$ cat src/rtl/multiwave_gen.sv
module multiwave_gen #(
  parameter int SQ_HALF      = 32,
  parameter int STAIR_STEPS  = 8,
  parameter int STAIR_DWELL  = 1,
  parameter bit USE_PRESCALE = 1'b0,
  parameter int PRE_DIV      = 100,
  parameter int PRE_STAGES   = 4
) (
  input  logic       clk,
  input  logic       rst_n,
  input  logic [2:0] sel,
  output logic [7:0] sample
);
  localparam int SQW  = (SQ_HALF > 1) ? $clog2(SQ_HALF) : 1;
  localparam int LVW  = (STAIR_STEPS > 1) ? $clog2(STAIR_STEPS) : 1;
  localparam int DWW  = (STAIR_DWELL > 1) ? $clog2(STAIR_DWELL) : 1;
  localparam logic [7:0] STEP = 8'(256 / STAIR_STEPS);
  localparam logic [LVW-1:0] LV_LAST = LVW'(STAIR_STEPS - 1);
  localparam logic [DWW-1:0] DW_LAST = DWW'(STAIR_DWELL - 1);
  localparam logic [SQW-1:0] SQ_LAST = SQW'(SQ_HALF - 1);

  logic adv;

  generate
    if (USE_PRESCALE) begin : g_pre
      localparam int PCW = $clog2(PRE_DIV);
      logic [PCW-1:0]      pcnt [PRE_STAGES];
      logic [PRE_STAGES-1:0] plvl;
      logic [PRE_STAGES:0]   tick;
      assign tick[0] = 1'b1;
      for (genvar s = 0; s < PRE_STAGES; s++) begin : g_stage
        assign tick[s+1] = tick[s] && (pcnt[s] == PCW'(PRE_DIV - 1)) && !plvl[s];
        always_ff @(posedge clk or negedge rst_n) begin
          if (!rst_n) begin
            pcnt[s] <= '0;
            plvl[s] <= 1'b0;
          end else if (tick[s]) begin
            if (pcnt[s] == PCW'(PRE_DIV - 1)) begin
              pcnt[s] <= '0;
              plvl[s] <= ~plvl[s];
            end else begin
              pcnt[s] <= pcnt[s] + 1'b1;
            end
          end
        end
      end
      assign adv = tick[PRE_STAGES];
    end else begin : g_nopre
      assign adv = 1'b1;
    end
  endgenerate

  logic [7:0]     fall_v, rise_v, tri_v;
  logic           tri_dn, sq_hi;
  logic [SQW-1:0] sq_cnt;
  logic [LVW-1:0] st_lvl;
  logic [DWW-1:0] st_dw;
  logic [5:0]     sin_idx;

  always_ff @(posedge clk or negedge rst_n) begin
    if (!rst_n) begin
      fall_v  <= 8'd255;
      rise_v  <= 8'd0;
      tri_v   <= 8'd0;
      tri_dn  <= 1'b0;
      sq_hi   <= 1'b0;
      sq_cnt  <= '0;
      st_lvl  <= '0;
      st_dw   <= '0;
      sin_idx <= '0;
    end else if (adv) begin
      fall_v  <= fall_v - 8'd1;
      rise_v  <= rise_v + 8'd1;
      sin_idx <= sin_idx + 6'd1;
      if (sq_cnt == SQ_LAST) begin
        sq_cnt <= '0;
        sq_hi  <= ~sq_hi;
      end else begin
        sq_cnt <= sq_cnt + 1'b1;
      end
      if (!tri_dn) begin
        tri_v <= tri_v + 8'd1;
        if (tri_v == 8'd254) tri_dn <= 1'b1;
      end else begin
        tri_v <= tri_v - 8'd1;
        if (tri_v == 8'd1) tri_dn <= 1'b0;
      end
      if (st_dw == DW_LAST) begin
        st_dw  <= '0;
        st_lvl <= (st_lvl == LV_LAST) ? '0 : st_lvl + 1'b1;
      end else begin
        st_dw <= st_dw + 1'b1;
      end
    end
  end

  function automatic logic [7:0] sine_half(input logic [4:0] i);
    case (i)
      5'd0:  return 8'd255; 5'd1:  return 8'd254; 5'd2:  return 8'd252; 5'd3:  return 8'd249;
      5'd4:  return 8'd245; 5'd5:  return 8'd239; 5'd6:  return 8'd233; 5'd7:  return 8'd225;
      5'd8:  return 8'd217; 5'd9:  return 8'd207; 5'd10: return 8'd197; 5'd11: return 8'd186;
      5'd12: return 8'd174; 5'd13: return 8'd162; 5'd14: return 8'd150; 5'd15: return 8'd137;
      5'd16: return 8'd124; 5'd17: return 8'd112; 5'd18: return 8'd99;  5'd19: return 8'd87;
      5'd20: return 8'd75;  5'd21: return 8'd64;  5'd22: return 8'd53;  5'd23: return 8'd43;
      5'd24: return 8'd34;  5'd25: return 8'd26;  5'd26: return 8'd19;  5'd27: return 8'd13;
      5'd28: return 8'd8;   5'd29: return 8'd4;   5'd30: return 8'd1;   default: return 8'd0;
    endcase
  endfunction

  wire [7:0] sin_v   = sine_half(sin_idx[5] ? ~sin_idx[4:0] : sin_idx[4:0]);
  wire [7:0] stair_v = 8'(st_lvl) * STEP;
  wire [7:0] sq_v    = sq_hi ? 8'd255 : 8'd0;

  logic [7:0] pick;
  always_comb begin
    case (sel)
      3'd0:    pick = fall_v;
      3'd1:    pick = rise_v;
      3'd2:    pick = sq_v;
      3'd3:    pick = tri_v;
      3'd4:    pick = stair_v;
      3'd5:    pick = sin_v;
      default: pick = sample;
    endcase
  end

  always_ff @(posedge clk or negedge rst_n) begin
    if (!rst_n)   sample <= 8'd0;
    else if (adv) sample <= pick;
  end

  a_r2_fall_reload: assert property (@(posedge clk) disable iff (!rst_n)
    (adv && fall_v == 8'd0) |=> fall_v == 8'd255);
  a_r3_rise_wrap: assert property (@(posedge clk) disable iff (!rst_n)
    (adv && rise_v == 8'd255) |=> rise_v == 8'd0);
  a_r4_square_levels: assert property (@(posedge clk) disable iff (!rst_n)
    (adv && sel == 3'd2) |=> (sample == 8'd0 || sample == 8'd255));
  a_r5_peak_once: assert property (@(posedge clk) disable iff (!rst_n)
    (adv && tri_v == 8'd255) |=> tri_v == 8'd254);
  a_r5_floor_once: assert property (@(posedge clk) disable iff (!rst_n)
    (adv && tri_v == 8'd0 && tri_dn) |=> tri_v == 8'd1);
  a_r6_stair_wrap: assert property (@(posedge clk) disable iff (!rst_n)
    (adv && st_lvl == LV_LAST && st_dw == DW_LAST) |=> st_lvl == '0);
  a_r7_sine_wrap: assert property (@(posedge clk) disable iff (!rst_n)
    (adv && sin_idx == 6'd63) |=> sin_idx == 6'd0);
  a_r8_hold: assert property (@(posedge clk) disable iff (!rst_n)
    (sel[2:1] == 2'b11) |=> $stable(sample));
  a_r10_idle: assert property (@(posedge clk) disable iff (!rst_n)
    !adv |=> $stable(sample));
endmodule

$ cat config.mk
export PLATFORM = sky130hd
export DESIGN_NAME = multiwave_gen
export DESIGN_NICKNAME = d
export VERILOG_FILES = /design/src/rtl/multiwave_gen.sv
export SDC_FILE = /design/constraint.sdc
export NUM_CORES = 1
export LEC_CHECK = 0
export BUFFER_PORTS_ARGS = -buffer_cell sky130_fd_sc_hd__buf_2
export CORE_UTILIZATION = 55
export DETAILED_ROUTE_END_ITERATION = 10
export PLACE_DENSITY = 0.75
export SLEW_MARGIN = 25
export SYNTH_ARGS = -nofsm -noshare
export SYNTH_HDL_FRONTEND = slang
export SYNTH_SLANG_ARGS = --single-unit
$ cat constraint.sdc
create_clock -name clk -period 2.6 [get_ports clk]
set_input_delay 0.13 -clock clk [delete_from_list [all_inputs] [get_ports clk]]
set_output_delay 0.13 -clock clk [all_outputs]
set_load 0.02 [all_outputs]
==> results.md <==
- Rel. slew slack: 51.3%
- WL per Instance: 16.5 µm
- Vias per inst: 6.23
- RSZ-0062 raised after global routing: false
- Core ar.: 5610 µm²
- 1st-pass router iterations: 5
- #FFs+latches synth: 48
- Worst-margin pin slew: 730 ps
- Cell area power density: 408 nW/µm²
- VDD IR max: 0.000251 V
- Row Count: 27
- Synthesis-to-finish area growth: 6.46%
- Die width: 79.2 µm
- DIE AREA: 6270 µm²
- Vias in the first global route: 2525
- Layout fillers: 508
- Clk_lat worst skew: 300 ps
- Sequential area share after synthesis: 37.0%
- Critical path capture point type: flop
- # Post-CTS Setup Buffers: 0
- Final setup fails: 0
- CP Class: flop to flop
- FF+latch area: 1210 µm²
- Global-route wire length before repair: 12300 µm
- Mapped Nets: 392
- Ant. Diodes: 0
- Total grt overflow: 0
- DPL Wire Length: 5340 µm
- Clk_skew: 14.2 ps
- Top-count cell post-synth: dfrtp_1
- Clk sinks: 48
- Chip Height: 79.2 µm
- Dpl ws: 297 ps
- Syn avg cell area: 8.88 µm²
- LEAKAGE: 1.57 nW
- GRT Util Overall: 24.9%
- Top post-synthesis cells by area: dfrtp_1 (31%), ha_1 (6.9%), dfstp_2 (6.4%)
- Worst path arrival time: 2520 ps
- Util after Layout: 62.2%
- Routed Antenna Nets: 0
- Synth Warn #: 0
- Post-layout nets: 398
- Critical path required time: 2780 ps
- F_max: 0.427 GHz
- Final GP Congestion: 0.985
- Largest net degree at the start of global routing: 49
- Fin worst setup slack: 260 ps
- Power, Total: 1.42 mW
- Initial Util: 58.4%
- CTS tree: done
- Vias: 2789
- DR iter-0 viols: 189
- Crit-path max FO: 10
- Most common flop cell mapped by yosys: dfrtp_1
- Hold/Removal Path Class: input port to flop
- Final hold violation count: 0
- Synth area leader: dfrtp_1
- Top cells by count, synth: dfrtp_1 (40), nand2_1 (35), a21oi_1 (24), nor2_1 (24), inv_1 (22)
- Fin. max-slew vios: 0
- Post-synthesis cell area: 3280 µm²
- Post-route setup TNS: 0 ps
- Initial antenna violation count: 0
- H-tree levels: 2
- Fin crit period: 2340 ps
- Max Root-Sink Buffers: 2
- Clock-pin slew on the worst setup and hold paths: 100 ps
- Cts bufs inserted: 5
- I/O pin count: 13
- Mapped Cells: 369
- Max-cap violations: 0
- Area of the multi-input gates: 1850 µm²
- DRC violations left: 0
- Final Cycle Share: 90.0%
- Count of cell types in the netlist: 62
- Outcome: finished clean
- Number of synthesized flops with an enable pin: 0
- Input/output buffers: 12
- Ys async rst share: 100%
- Synth top area share: 30.6%
- Final wirelength: 7370 µm
- CTS root buf: clkbuf_8
- Layout cell share with drive strength beyond 1: 13.8%
- Worst Setup Start Kind: flop
==> flip-flops by register name (all words and copies together), names as in the netlist <==
register,count
fall_v,8
rise_v,8
sample,8
sin_idx,6
sq_cnt,5
sq_hi,1
st_lvl,3
tri_dn,1
tri_v,8
==> final cells by class <==
class | instances | area share, %
Clock buffer | 5 | 1.97
Clock inverter | 3 | 1.36
Inverter | 23 | 2.48
Multi-Input combinational cell | 276 | 53.1
Sequential cell | 48 | 34.7
Tap cell | 72 | 2.58
Timing Repair Buffer | 21 | 3.80
==> cells in the final DEF (no fill, tap or decap), types with 14 or more instances in the layout <==
cell      count
xor2_1       14
o21ai_0      18
nand2_1      35
ha_1         18
nand3_1      14
dfrtp_1      40
nor2_1       24
xnor2_1      15
a21oi_1      24
nand2b_1     14
inv_1        22
==> metal layers <==
metal / vias up / wire, µm / global-route usage [%]
li1: 1309 / - / -
met2: 102 / 3480 / 40.6
met5: - / 0 / 0
met4: 0 / 102 / 5.45
met3: 14 / 421 / 4.83
met1: 1364 / 3370 / 34.2
==> kinds of logic (layout without fill, tap and decap cells) <==
logic type      after synthesis  count (layout)  synth area share (%)
xor+xnor                     29              29                  7.75
simple gates                128             128                  20.0
buf+inv                      45              52                  6.53
compound gates               94              94                  18.9
fa+ha+maj                    18              18                  6.88
mux                           7               7                  2.98
flops                        48              48                  37.0
==> worst paths after layout <==
check | from | to | slack [ps] | depth (start not counted)
setup / recovery | sin_idx[0]$_DFF_PN0_ | sample[2]$_DFFE_PN0P_ | 260 | 7
hold / removal | sel[0] | sample[7]$_DFFE_PN0P_ | 270 | 3
setup reg to reg | sin_idx[0]$_DFF_PN0_ | sample[2]$_DFFE_PN0P_ | 260 | 7
hold reg to reg | sq_cnt[0]$_DFF_PN0_ | sq_cnt[0]$_DFF_PN0_ | 460 | 1
max in group asynchronous | rst_n | sin_idx[1]$_DFF_PN0_ | 1830 | 2
min in group asynchronous | rst_n | st_lvl[2]$_DFF_PN0_ | 360 | 2
==> through the flow <==
| stage | hold slack (ps) | instances | cell area [µm²] |
|---|---|---|---|
| finish | 269 | 448 | 3490 |
| global route | 291 | 448 | 3490 |
| CTS | 45.7 | 447 | 3470 |
| detailed placement | 375 | 439 | 3360 |
| global placement | 366 | 439 | 3360 |
| floorplan | -166 | 369 | 3280 |
==> power by group <==
part	total (mW)	internal, mW	switching [mW]
logic	0.105	0.0347	0.0706
registers	0.764	0.758	0.00615
clock network	0.553	0.290	0.263
==> critical path: stages, from the launching register on <==
cell      delay (ps)
dfrtp_1          530
xor2_1           350
ha_1             310
and2_1           190
o31ai_1          280
and3b_1          210
a311oi_1         240
o21ai_0          120
==> what timing repair did <==
action,CTS,global route
hold buffers,0,1
endpoints found under the hold margin,0,40
gates resized for setup,0,0
No activity file was read; power rests on OpenSTA's default activity.
